### config.mk
export PLATFORM = sky130hd
export DESIGN_NAME = fp_round_unit
export DESIGN_NICKNAME = d
export VERILOG_FILES = /design/src/rtl/fp_round_pkg.sv /design/src/rtl/rnd_decide.sv /design/src/rtl/rnd_incr.sv /design/src/rtl/rnd_out_reg.sv /design/src/rtl/fp_round_unit.sv
export SDC_FILE = /design/constraint.sdc
export NUM_CORES = 1
export LEC_CHECK = 0
export ABC_AREA = 1
export BUFFER_PORTS_ARGS = -buffer_cell sky130_fd_sc_hd__buf_4
export CORE_MARGIN = 4
export CORE_UTILIZATION = 56
export CTS_BUF_LIST = sky130_fd_sc_hd__clkbuf_4
export DETAILED_ROUTE_END_ITERATION = 12
export HOLD_SLACK_MARGIN = 0.05
export PLACE_DENSITY = 0.9
export RECOVER_POWER = 100
export SYNTH_ARGS = -nofsm -noshare
export SYNTH_HDL_FRONTEND = slang
export SYNTH_SLANG_ARGS = --single-unit
### constraint.sdc
create_clock -name clk -period 2 [get_ports clk]
set_input_delay 0.1 -clock clk [delete_from_list [all_inputs] [get_ports clk]]
set_output_delay 0.1 -clock clk [all_outputs]
set_load 0.02 [all_outputs]
### src/rtl/fp_round_pkg.sv
package fp_round_pkg;

  // Rounding mode codes seen on in_mode.
  typedef enum logic [1:0] {
    RM_NEAR_EVEN = 2'b00,
    RM_TO_ZERO   = 2'b01,
    RM_TO_POS    = 2'b10,
    RM_TO_NEG    = 2'b11
  } rmode_e;

endpackage

### src/rtl/rnd_decide.sv
// Decides whether the kept significand must grow by one unit in the last place.
module rnd_decide
  import fp_round_pkg::*;
(
  input  logic       lsb_i,
  input  logic       guard_i,
  input  logic       round_i,
  input  logic       sticky_i,
  input  logic       sign_i,
  input  logic [1:0] mode_i,
  output logic       inc_o,
  output logic       inexact_o
);

  logic below_half_nz;  // any dropped bit beneath the guard position
  logic any_dropped;
  rmode_e mode;

  always_comb begin
    mode         = rmode_e'(mode_i);
    below_half_nz = round_i | sticky_i;
    any_dropped  = guard_i | below_half_nz;
    inexact_o    = any_dropped;
    unique case (mode)
      RM_NEAR_EVEN: inc_o = guard_i & (below_half_nz | lsb_i);
      RM_TO_ZERO:   inc_o = 1'b0;
      RM_TO_POS:    inc_o = any_dropped & ~sign_i;
      RM_TO_NEG:    inc_o = any_dropped & sign_i;
      default:      inc_o = 1'b0;
    endcase
  end

  always_comb begin
    if (!(guard_i | round_i | sticky_i)) begin
      assert_exact_noinc_R7: assert (!inc_o);
    end
    if (mode_i == 2'b01) begin
      assert_tz_noinc_R4: assert (!inc_o);
    end
    if (mode_i == 2'b00 && !guard_i) begin
      assert_near_below_half_R1: assert (!inc_o);
    end
  end

endmodule

### src/rtl/rnd_incr.sv
// Adds the rounding increment and renormalizes on wrap-around.
module rnd_incr #(
  parameter int SIG_W = 24
) (
  input  logic [SIG_W-1:0] sig_i,
  input  logic             inc_i,
  output logic [SIG_W-1:0] sig_o,
  output logic             carry_o
);

  localparam int SUM_W = SIG_W + 1;

  logic [SUM_W-1:0] sum;

  always_comb begin
    sum     = {1'b0, sig_i} + {{SIG_W{1'b0}}, inc_i};
    carry_o = sum[SUM_W-1];
    // On wrap the low bits are all zero; shifting right brings the carry in on top.
    sig_o   = carry_o ? sum[SUM_W-1:1] : sum[SIG_W-1:0];
  end

  always_comb begin
    assert_carry_only_on_wrap_R8: assert (carry_o == (inc_i && (&sig_i)));
  end

endmodule

### src/rtl/rnd_out_reg.sv
// One-entry output register with a valid/ready handshake on both sides.
module rnd_out_reg #(
  parameter int DATA_W = 8
) (
  input  logic              clk,
  input  logic              rst_n,
  input  logic              in_valid,
  output logic              in_ready,
  input  logic [DATA_W-1:0] in_data,
  output logic              out_valid,
  input  logic              out_ready,
  output logic [DATA_W-1:0] out_data
);

  logic              full_q;
  logic [DATA_W-1:0] data_q;

  assign in_ready  = !full_q || out_ready;
  assign out_valid = full_q;
  assign out_data  = data_q;

  always_ff @(posedge clk or negedge rst_n) begin
    if (!rst_n) begin
      full_q <= 1'b0;
    end else if (in_ready) begin
      full_q <= in_valid;
    end
  end

  always_ff @(posedge clk or negedge rst_n) begin
    if (!rst_n) begin
      data_q <= '0;
    end else if (in_valid && in_ready) begin
      data_q <= in_data;
    end
  end

  assert_hold_stable_R10: assert property (@(posedge clk) disable iff (!rst_n)
    (out_valid && !out_ready) |=> (out_valid && $stable(out_data)));

  assert_accept_gives_valid_R10: assert property (@(posedge clk) disable iff (!rst_n)
    (in_valid && in_ready) |=> out_valid);

  assert_stall_blocks_input_R10: assert property (@(posedge clk) disable iff (!rst_n)
    (!in_ready) |-> (out_valid && !out_ready));

endmodule

### src/rtl/fp_round_unit.sv
// Rounding stage: decide, increment, register.
module fp_round_unit
  import fp_round_pkg::*;
#(
  parameter int SIG_W = 24
) (
  input  logic             clk,
  input  logic             rst_n,
  input  logic             in_valid,
  output logic             in_ready,
  input  logic [SIG_W-1:0] in_sig,
  input  logic             in_guard,
  input  logic             in_round,
  input  logic             in_sticky,
  input  logic             in_sign,
  input  logic [1:0]       in_mode,
  output logic             out_valid,
  input  logic             out_ready,
  output logic [SIG_W-1:0] out_sig,
  output logic             out_carry,
  output logic             out_inexact,
  output logic             out_sign
);

  // Payload layout: {sign, inexact, carry, significand}
  localparam int PAY_W = SIG_W + 3;

  logic             inc;
  logic             inexact;
  logic [SIG_W-1:0] rounded;
  logic             carry;
  logic [PAY_W-1:0] pay_in;
  logic [PAY_W-1:0] pay_out;

  rnd_decide u_decide (
    .lsb_i     (in_sig[0]),
    .guard_i   (in_guard),
    .round_i   (in_round),
    .sticky_i  (in_sticky),
    .sign_i    (in_sign),
    .mode_i    (in_mode),
    .inc_o     (inc),
    .inexact_o (inexact)
  );

  rnd_incr #(.SIG_W(SIG_W)) u_incr (
    .sig_i   (in_sig),
    .inc_i   (inc),
    .sig_o   (rounded),
    .carry_o (carry)
  );

  assign pay_in = {in_sign, inexact, carry, rounded};

  rnd_out_reg #(.DATA_W(PAY_W)) u_out (
    .clk       (clk),
    .rst_n     (rst_n),
    .in_valid  (in_valid),
    .in_ready  (in_ready),
    .in_data   (pay_in),
    .out_valid (out_valid),
    .out_ready (out_ready),
    .out_data  (pay_out)
  );

  assign out_sig     = pay_out[SIG_W-1:0];
  assign out_carry   = pay_out[SIG_W];
  assign out_inexact = pay_out[SIG_W+1];
  assign out_sign    = pay_out[SIG_W+2];

  assert_carry_shape_R8: assert property (@(posedge clk) disable iff (!rst_n)
    (out_valid && out_carry) |-> (out_sig == {1'b1, {(SIG_W-1){1'b0}}}));

  assert_carry_needs_inexact_R8: assert property (@(posedge clk) disable iff (!rst_n)
    (out_valid && out_carry) |-> out_inexact);

  assert_sign_follows_R9: assert property (@(posedge clk) disable iff (!rst_n)
    (in_valid && in_ready) |=> (out_sign == $past(in_sign)));

endmodule

==> reports/metrics.cfg, run 1 <==
[synth]
synth.top_cell.area_share_pct=37.7
synth-compound-area-share_pct=3.64
synthMostInstantiatedCell=nand2_1
synth_edf_count=0
ys_warn_count=0
synth-xor-area-share_pct=5.19
ys.flop_type=dfrtp_1
synth_common_cells=126 x nand2_1, 28 x dfrtp_1, 28 x nor2_1, 19 x inv_1, 9 x nand3_1
synthArstFlopShare_pct=100
synth_cell_types=27
syn_inst=272
synth_top_family_by_area=simple AND/OR/NAND/NOR gates
synth_seq_area_share_pct=37.7
synth_top_area_cell=dfrtp_1
synth_nets=308
syn-mean-instance-area_sq_um=6.83
synthAdderAreaFrac_pct=1.35
synth-simple-area-share_pct=45.8
synth_mux_area_share_pct=0
synthTopCellsByArea=dfrtp_1 38%, nand2_1 25%, nor2_1 5.7%, nand3_2 4.3%, inv_1 3.8%
syn_area_sq_mm=0.00186
ys_ff_latch=28

[final_layout]
final.fill_count=313
area_delta_synth_final_pct=21.6
final_net_count=374
final_area_sq_mm=0.00226
drive_above_1_share_pct=16.4
antenna_cells=0

[placed_design]
port_buffers=62
dpl.hpwl_mm=3.92
place_ws_ps=-10.5
gp_congestion=0.920
place_area_sq_mm=0.00236

[critical_path]
crit_end=u_out.out_data[13]
cp-startpoint=in_mode[1]
crit_top_cell=nand2_1
cp_slowest_cell=ha_1
path_cells=buf_4 -> nor2_1 -> o31ai_1 -> o21ai_0 -> ha_1 -> ha_1 -> nand2_2 -> nor2_4 -> nand3_1 -> nor2_4 -> nand2_1 -> nand2_4 -> inv_4 -> nand2_1 -> nand2_1
crit_path_start_kind=primary input
timing.rr.start=u_out.out_valid
worstPathArrival_ps=1930
path_max_fanout=9
r2r_slack_ps=450
worstSetupPathType=primary input to register
rr_endpoint=u_out.out_data[13]
reg2reg_depth=7
slowest_delay_ps=220
required_ps=2230
end_kind=register

[die]
num_rows=20
start_util_pct=59.8
dieArea_sq_mm=0.00430
die_y_um=65.6
io_pins=63
fp.dieW_um=65.6
fp.coreArea_sq_mm=0.00310

[sta]
max_freq_mhz=589
slew-limit-headroom_pct=-2.45
fin_crit_sh_pct=84.9
setup_tns_ps=0
hold_viol=0
drv_slew=29
worst_slew_pin_slew_ps=1540
setup_viol=0
fin_crit_ps=1700
rsz0062_at_grt=no
layout_setup_ws_ps=302
clock_skew_ps=4.34

[grt]
grt.overflow.total=0
grt_pass1_vias=1838
track_usage_pct=24.3
grt_max_degree=29
grt_pass1_wl_mm=8.15
antenna_found_initial=0

[cts]
cts_tree=yes
htreeDepth=1
cts-root-buf=clkbuf_4
clkTransAtPathRegs_ps=140
clk_path_buf_depth=2
cts_setup_buffers=0
clk_latency_ps=320
cts.repair.resized=0
cts.sinks=28
hold_buffers=2
numCtsBuffers=3

[detailed_routing]
drt_pass1_iterations=4
via_per_inst=4.95
finalWirelength_mm=5.00
drt_iter0_markers=69
drc=0
ant_nets=0
route.detailed.wl_per_inst_um=13.2
vias=1882

[worst_hold_path]
hold_class=primary input to register

[power]
power.density_mw_per_mm2=603
p_leak_nw=1.15
irDropWorstVdd_mv=0.365

[job]
maxCapViolations=1

[run_status]
violations=max-capacitance violations, max-slew violations
status=finished with violations

[how the worst min path moves through the flow]
stage / start / end / slack [ps] / cells past startpoint
CTS: in_guard / u_out.out_data[25] / 50 / 3
global route: out_ready / u_out.out_valid / 50 / 4
floorplan: rst_n / u_out.out_data[0] / -200 / 0
global placement: rst_n / u_out.out_data[18] / 30 / 1
detailed placement: rst_n / u_out.out_data[18] / 40 / 1
finish: in_guard / u_out.out_data[25] / 50 / 3
[worst max-delay path, delay by kind of cell]
| family | cells | cell delay (ps) |
|---|---|---|
| buffers and inverters | 2 | 210 |
| AND/OR/NAND/NOR | 9 | 990 |
| adder cells (fa/ha/maj) | 2 | 410 |
| AO/OA/AOI/OAI | 2 | 240 |
[cells in the final DEF (no fill, tap or decap), drive strengths merged]
master,netlist,routed
a31oi,1,1
buf,2,31
clkbuf,2,35
clkinv,1,1
dfrtp,28,28
dlygate4sd3,0,2
ha,2,2
inv,23,23
nand2,130,130
nand3,17,17
nand3b,2,2
nand4,3,3
nor2,38,38
o21ai,10,10
o31ai,1,1
or2,1,1
xnor2,5,5
xor2,6,6
[cell families after synthesis]
family,after synthesis
AND/OR/NAND/NOR,191
adder cells (fa/ha/maj),2
AO/OA/AOI/OAI,12
XOR/XNOR,11
buffers and inverters,28
flip-flops,28
[layout make-up]
cell class | count | area, sq um | share of cell area (%)
clock buffer | 3 | 22.5 | 0.997
inverter | 24 | 92.6 | 4.10
multi-input combinational | 216 | 1010 | 44.9
sequential | 28 | 701 | 31.0
tap | 44 | 55.1 | 2.44
timing repair buffer | 65 | 374 | 16.6
[registers in the layout (all words and copies together) (netlist names)]
name / flops
u_out.out_data: 27
u_out.out_valid: 1
[stage by stage]
step                hold WS [ps]  total power [mW]  utilization (%)  std cells
finish                      45.8              1.36             72.8        380
detailed placement          37.7              1.21             76.1        375
CTS                         50.1              1.44             77.5        380
global route                53.7              1.44             72.8        380
global placement            33.1              1.20             76.1        375
floorplan                   -196             0.954                -        272
[routing by layer]
metal,global-route usage [%],part of all wire [%],wire length [um]
met1,30.7,45,2250
met2,43.5,48,2400
met3,2.74,5.4,272
met4,6.99,1.5,76
met5,0,0,0
[where the power goes]
group | switching [mW] | total, mW | internal (mW)
clock network | 0.160 | 0.231 | 0.0707
logic | 0.300 | 0.444 | 0.144
registers | 0.0440 | 0.688 | 0.644
total | 0.504 | 1.36 | 0.859
Power figures use the tool's default switching activity.
==> run 2: changes to the inputs <==
ABC_AREA = 0   (was 1)
CORE_UTILIZATION = 51   (was 56)
PLACE_DENSITY = 0.84   (was 0.9)
clock period = 1.7 ns   (was 2 ns; I/O delays follow)
==> run 2 against run 1 <==
Compared with the run above:
- the flow finishes with violations (negative setup slack)
- sequential power is 17% higher
- core utilization is 12 points higher
- clock power is 21% higher
- combinational power is 30% higher
- synthesized cell count is 29% lower
==> reports/metrics.cfg, run 2 <==
[critical_path]
path_buf_inv=2  ; unchanged
crit_path_start_kind=primary input
slowest_delay_ps=460  ; +240 ps
required_ps=1930  ; -300 ps
crit_family=simple AND/OR/NAND/NOR gates
end_kind=register
path_max_fanout=4  ; -5
worstPathArrival_ps=2100  ; +170 ps
worstSetupPathType=primary input to register
path_cells=buf_4 -> nand2_4 -> xnor2_1 -> nor3_2 -> ha_2 -> ha_4 -> nand4_4 -> or2_4 -> or4_4 -> buf_6 -> mux2i_1 -> o21ai_1
cp_slowest_cell=or4_4

[sta]
slew-limit-headroom_pct=52.8  ; +55 points
fin_crit_ps=1880
worst_slew_pin_slew_ps=708  ; -829 ps
drv_slew=0  ; -100%
setup_tns_ps=-3110  ; -3110 ps
clock_skew_ps=5.05  ; +0.713 ps
rsz0062_at_grt=yes
hold_viol=0  ; unchanged
fin_crit_sh_pct=110
setup_viol=24  ; +24
max_freq_mhz=533
layout_setup_ws_ps=-176  ; -478 ps

[detailed_routing]
drc=0  ; unchanged
route.detailed.wl_per_inst_um=17.3  ; +31%
ant_nets=0  ; unchanged
drt_pass1_iterations=4  ; unchanged
finalWirelength_mm=5.74  ; +15%
vias=1922  ; +2.1%
via_per_inst=5.79  ; +17%
drt_iter0_markers=156  ; +130%

[synth]
synth_edf_count=0  ; unchanged
synth.top_cell.area_share_pct=41.8  ; +4.1 points
synth_common_cells=36 x nand2_1, 28 x dfrtp_1, 14 x xnor2_1, 12 x nor2_1, 12 x o31ai_1
ys_ff_latch=28  ; unchanged
syn-mean-instance-area_sq_um=8.73  ; +28%
synthMostInstantiatedCell=nand2_1
synth_cell_types=37  ; +37%
synth-simple-area-share_pct=26.8  ; -19 points
synth-compound-area-share_pct=14.3  ; +11 points
synthAdderAreaFrac_pct=1.49  ; +0.15 points
synth_mux_area_share_pct=1.87  ; +1.9 points
synth_seq_area_share_pct=41.8  ; +4.1 points
syn_area_sq_mm=0.00168  ; -9.8%
synthArstFlopShare_pct=100  ; unchanged
ys_warn_count=0  ; unchanged
synth_top_area_cell=dfrtp_1
synthTopCellsByArea=dfrtp_1 42%, nand2_1 8.1%, xnor2_1 7.3%, o31ai_1 5.4%, nor3_1 3.3%
synth_top_family_by_area=simple AND/OR/NAND/NOR gates
syn_inst=192  ; -29%
ys.flop_type=dfrtp_1
synth_nets=228  ; -26%
synth-xor-area-share_pct=8.89  ; +3.7 points

[placed_design]
dp.cells=313  ; -17%
dpl.hpwl_mm=3.49  ; -11%
port_buffers=62  ; unchanged
gp_congestion=0.836  ; -9.1%

[final_layout]
mostFrequentLayoutCell=buf_4
fin_util_pct=84.9  ; +12 points
drive_above_1_share_pct=37.5  ; +21 points
regArea_sq_um=701  ; unchanged
final_cell_mix=53 x buf_4, 35 x nand2_1, 29 x clkbuf_1, 28 x dfrtp_1, 13 x xnor2_1
final_net_count=326  ; -13%
final_cells=332  ; -13%
final.fill_count=202  ; -35%
antenna_cells=0  ; unchanged
area_delta_synth_final_pct=57.2
multi_input_area_sq_mm=0.00111  ; +9.1%
largest_reg_flops=27  ; unchanged

[die]
fp.coreArea_sq_mm=0.00310  ; unchanged
io_pins=63  ; unchanged
start_util_pct=54.0  ; -5.8 points
die_y_um=65.3  ; -0.40%
num_rows=20  ; unchanged
dieArea_sq_mm=0.00427  ; -0.81%
fp.dieW_um=65.3  ; -0.40%

[cts]
cts_tree=yes
htreeDepth=1  ; unchanged
numCtsBuffers=3  ; unchanged
cts.sinks=28  ; unchanged
cts-root-buf=clkbuf_4
clkTransAtPathRegs_ps=150  ; about the same
clk_path_buf_depth=2  ; unchanged
clk_latency_ps=340  ; +20 ps

[grt]
grt_max_degree=29  ; unchanged
track_usage_pct=23.8  ; -0.46 points
grt_pass1_wl_mm=8.00  ; -1.9%
grt_pass1_vias=1847  ; +0.49%
grt.overflow.total=0  ; unchanged
antenna_found_initial=0  ; unchanged

[run_status]
violations=negative setup slack
status=finished with violations

[power]
irDropWorstVdd_mv=0.401  ; +9.6%
p_leak_nw=1.14  ; -0.43%
power.density_mw_per_mm2=629  ; +4.3%

[job]
maxCapViolations=0  ; -1

[worst_hold_path]
hold_class=primary input to register

## run 2: cell count changes after synthesis, moves of 9 or more
cell,previous run,this run
nor2_1,28,12
inv_1,19,8
xnor2_1,5,14
o31ai_1,1,12
nor3_1,0,11
nand2_1,126,36
## run 2: worst register-to-register path, stage by stage (launching register included)
cell and delay [ps]:
dfrtp_1 370, nand2b_1 150, nand2_1 140, clkbuf_2 430
mux2_2 390
## run 2: worst paths after layout
| kind | slack (ps) | start | endpoint | cells after the start |
|---|---|---|---|---|
| min | 70 | in_sig[21] | u_out.out_data[21] | 3 |
| max in group asynchronous | 950 | rst_n | u_out.out_data[15] | 2 |
| min reg2reg | 490 | u_out.out_data[17] | u_out.out_data[17] | 2 |
| max reg2reg | 130 | u_out.out_valid | u_out.out_data[26] | 4 |
| min in group asynchronous | 310 | rst_n | u_out.out_data[3] | 2 |
| max | -180 | in_sign | u_out.out_data[0] | 12 |
## run 2: per-layer routing
layer	vias to the layer above	wire (um)	GRT usage [%]
li1	863	-	-
met1	934	2090	28.2
met2	97	3020	44.0
met3	28	383	2.39
met4	0	246	9.07
met5	-	0	0
## run 2: cells by family (layout without fill, tap and decap cells)
group / Yosys count / in the layout
AND/OR/NAND/NOR: 90 / 90
AO/OA/AOI/OAI: 34 / 34
flip-flops: 28 / 28
buffers and inverters: 18 / 114
XOR/XNOR: 17 / 17
multiplexers: 3 / 3
adder cells (fa/ha/maj): 2 / 2
## run 2: power by group
group | total (mW) | leakage (nW) | internal (mW) | switching (mW)
Combinational | 0.577 | 0.789 | 0.228 | 0.349
Clock | 0.279 | 0.0138 | 0.0836 | 0.195
Sequential | 0.802 | 0.342 | 0.752 | 0.0508
Total | 1.66 | 1.14 | 1.06 | 0.595
## run 2: stage by stage
stage          setup WS [ps]  area (sq um)  hold slack (ps)  total power, mW
2_1_floorplan           -462          1720             -211             1.08
3_3_place_gp            -483          2370             19.1             1.37
3_5_place_dp            -576          2370             24.6             1.38
4_1_cts                 -139          2580             57.9             1.68
5_1_grt                 -270          2630             62.8             1.74
6_report                -176          2630             66.4             1.66
## run 2: what timing repair did
| action | 4_1_cts | 5_1_grt |
|---|---|---|
| cloned | 1 | 0 |
| gates resized for setup | 23 | 27 |
| endpoints found under the hold margin | 36 | 0 |
| setup endpoints to repair | 25 | 25 |
| hold buffers | 9 | 0 |
| pin swaps | 16 | 17 |
| setup buffers | 3 | 3 |
## run 2: cell type report
class	instances	share of cell area (%)
multi-input combinational	146	42.0
inverter	8	1.14
sequential	28	26.6
tap	44	2.09
clock buffer	3	0.855
timing repair buffer	103	27.3
==> run 3: changes to the inputs <==
SETUP_SLACK_MARGIN = 0.15   (was not set)
==> run 3 against run 2 <==
Compared with the run above:
- the run still ends with negative setup slack left
- cell count did not move
- core utilization increased by 2.9 points
- die area unchanged
- combinational power is 9.9% higher
- final area up 3.5%
- non-clock buffer count unchanged
- first-iteration DRC count increased by 57%
- critical path depth is 1 lower
- clock-buffer cell count unchanged
- wire length increased by 26%
- sequential cell count is the same
- fmax decreased by 3.9%
- largest cell class unchanged
- largest power group unchanged
==> reports/metrics.cfg, run 3 (synthesis results as in run 2) <==
[cts]
clk_path_buf_depth=2  ; unchanged
numCtsBuffers=3  ; unchanged
cts_tree=yes
htreeDepth=1  ; unchanged
clkTransAtPathRegs_ps=160  ; about the same
clk_latency_ps=340  ; about the same
cts-root-buf=clkbuf_4
cts.sinks=28  ; unchanged

[critical_path]
required_ps=1940  ; about the same
path_max_fanout=6  ; +2
crit_path_start_kind=primary input
worstSetupPathType=primary input to register
timing.rr.start=u_out.out_valid
end_kind=register
worstPathArrival_ps=2190  ; +90 ps
cp-startpoint=in_round

[detailed_routing]
drt_pass1_iterations=5  ; +1
route.detailed.wl_per_inst_um=21.8  ; +26%
via_per_inst=6.41  ; +11%
finalWirelength_mm=7.25  ; +26%
drc=0  ; unchanged
ant_nets=0  ; unchanged
vias=2129  ; +11%
drt_iter0_markers=245  ; +57%

[run_status]
status=finished with violations
violations=negative setup slack

[power]
power_mw=1.73  ; +4.1%
irDropWorstVdd_mv=0.399  ; -0.34%
p_leak_nw=1.20  ; +4.6%
power.density_mw_per_mm2=634  ; +0.64%

[grt]
grt_pass1_vias=1853  ; +0.32%
grt_max_degree=29  ; unchanged
antenna_found_initial=0  ; unchanged
track_usage_pct=26.3  ; +2.5 points
grt_pass1_wl_mm=8.66  ; +8.3%
grt.overflow.total=0  ; unchanged

[sta]
drv_slew=0  ; unchanged
fin_crit_sh_pct=115  ; +4.5 points
whs_ps=55.9  ; -10.5 ps
clock_skew_ps=13.0  ; +7.90 ps
fin_crit_ps=1950  ; +76.4 ps
hold_viol=0  ; unchanged
max_freq_mhz=512  ; -3.9%
layout_setup_ws_ps=-252  ; -76.4 ps
slew-limit-headroom_pct=52.3  ; -0.51 points
worst_slew_pin_slew_ps=715  ; +7.70 ps
setup_viol=25  ; +4.2%
rsz0062_at_grt=yes

[worst_hold_path]
holdCritStartpoint=in_sig[20]
hold_class=primary input to register

[die]
dieArea_sq_mm=0.00427  ; unchanged
die_y_um=65.3  ; unchanged
fp.coreArea_sq_mm=0.00310  ; unchanged
start_util_pct=54.0  ; unchanged
num_rows=20  ; unchanged
fp.dieW_um=65.3  ; unchanged
io_pins=63  ; unchanged

[final_layout]
antenna_cells=0  ; unchanged
drive_above_1_share_pct=41.7  ; +4.2 points
final_net_count=326  ; unchanged
fin_util_pct=87.8  ; +2.9 points
mostFrequentLayoutCell=buf_4
final_cell_mix=56 x buf_4, 34 x nand2_1, 28 x dfrtp_1, 25 x clkbuf_1, 13 x xnor2_1
area_delta_synth_final_pct=62.7
final.fill_count=176  ; -13%
largest_reg_flops=27  ; unchanged

[placed_design]
gp_congestion=0.836  ; unchanged
port_buffers=62  ; unchanged
dpl.hpwl_mm=3.49  ; unchanged

[job]
maxCapViolations=0  ; unchanged

-- run 3: per-layer routing --
metal  track usage [%]  routed length [um]  vias to the layer above
li1                  -                   -                      866
met3              2.91                 649                       55
met1              29.9                2450                     1011
met2              49.7                3720                      197
met4              10.1                 436                        0
met5                 0                   0                        -
-- run 3: final cells by class --
type / instances / area (sq um) / share of cell area [%]
multi-input combinational: 146 / 1170 / 43.0
tap: 44 / 55.1 / 2.02
inverter: 8 / 30.0 / 1.10
sequential: 28 / 701 / 25.7
timing repair buffer: 103 / 744 / 27.3
clock buffer: 3 / 22.5 / 0.826
-- run 3: through the flow --
step	cell area (sq um)	setup TNS (ps)	worst slack [ps]	std cells
after floorplan	1720	-8670	-462	192
after global placement	2370	-10510	-483	313
after detailed placement	2370	-12270	-576	313
after CTS	2610	-1100	-139	329
after global routing	2730	-4100	-313	332
final	2730	-2840	-252	332
-- run 3: final timing paths --
check | end | slack, ps | cells after the start
hold / removal | u_out.out_data[20] | 60 | 3
max in group asynchronous | u_out.out_data[2] | 940 | 2
setup reg to reg | u_out.out_data[26] | 200 | 4
setup / recovery | u_out.out_data[2] | -250 | 11
hold reg to reg | u_out.out_data[17] | 490 | 2
min in group asynchronous | u_out.out_data[19] | 300 | 2
-- run 3: report_power, final --
part	internal (mW)	switching, mW	total [mW]
sequential	0.752	0.0527	0.804
clock	0.0836	0.205	0.288
combinational	0.246	0.387	0.634
total	1.08	0.645	1.73
-- run 3: timing repair --
action | 4_1_cts | 5_1_grt
pin swaps | 16 | 19
setup buffers | 3 | 3
endpoints found under the setup margin | 25 | 25
hold buffers | 9 | 0
resized for setup | 27 | 38
endpoints found under the hold margin | 36 | 0
gates cloned | 1 | 0
-- run 3: critical path, stage by stage --
cell and delay, ps:
buf_6 70, or2_4 120, a21oi_2 50, nor3_2 180, ha_2 240, ha_4 160, nand4_4 80, or2_4 260
or4_4 520, o21a_1 180, o31ai_2 240
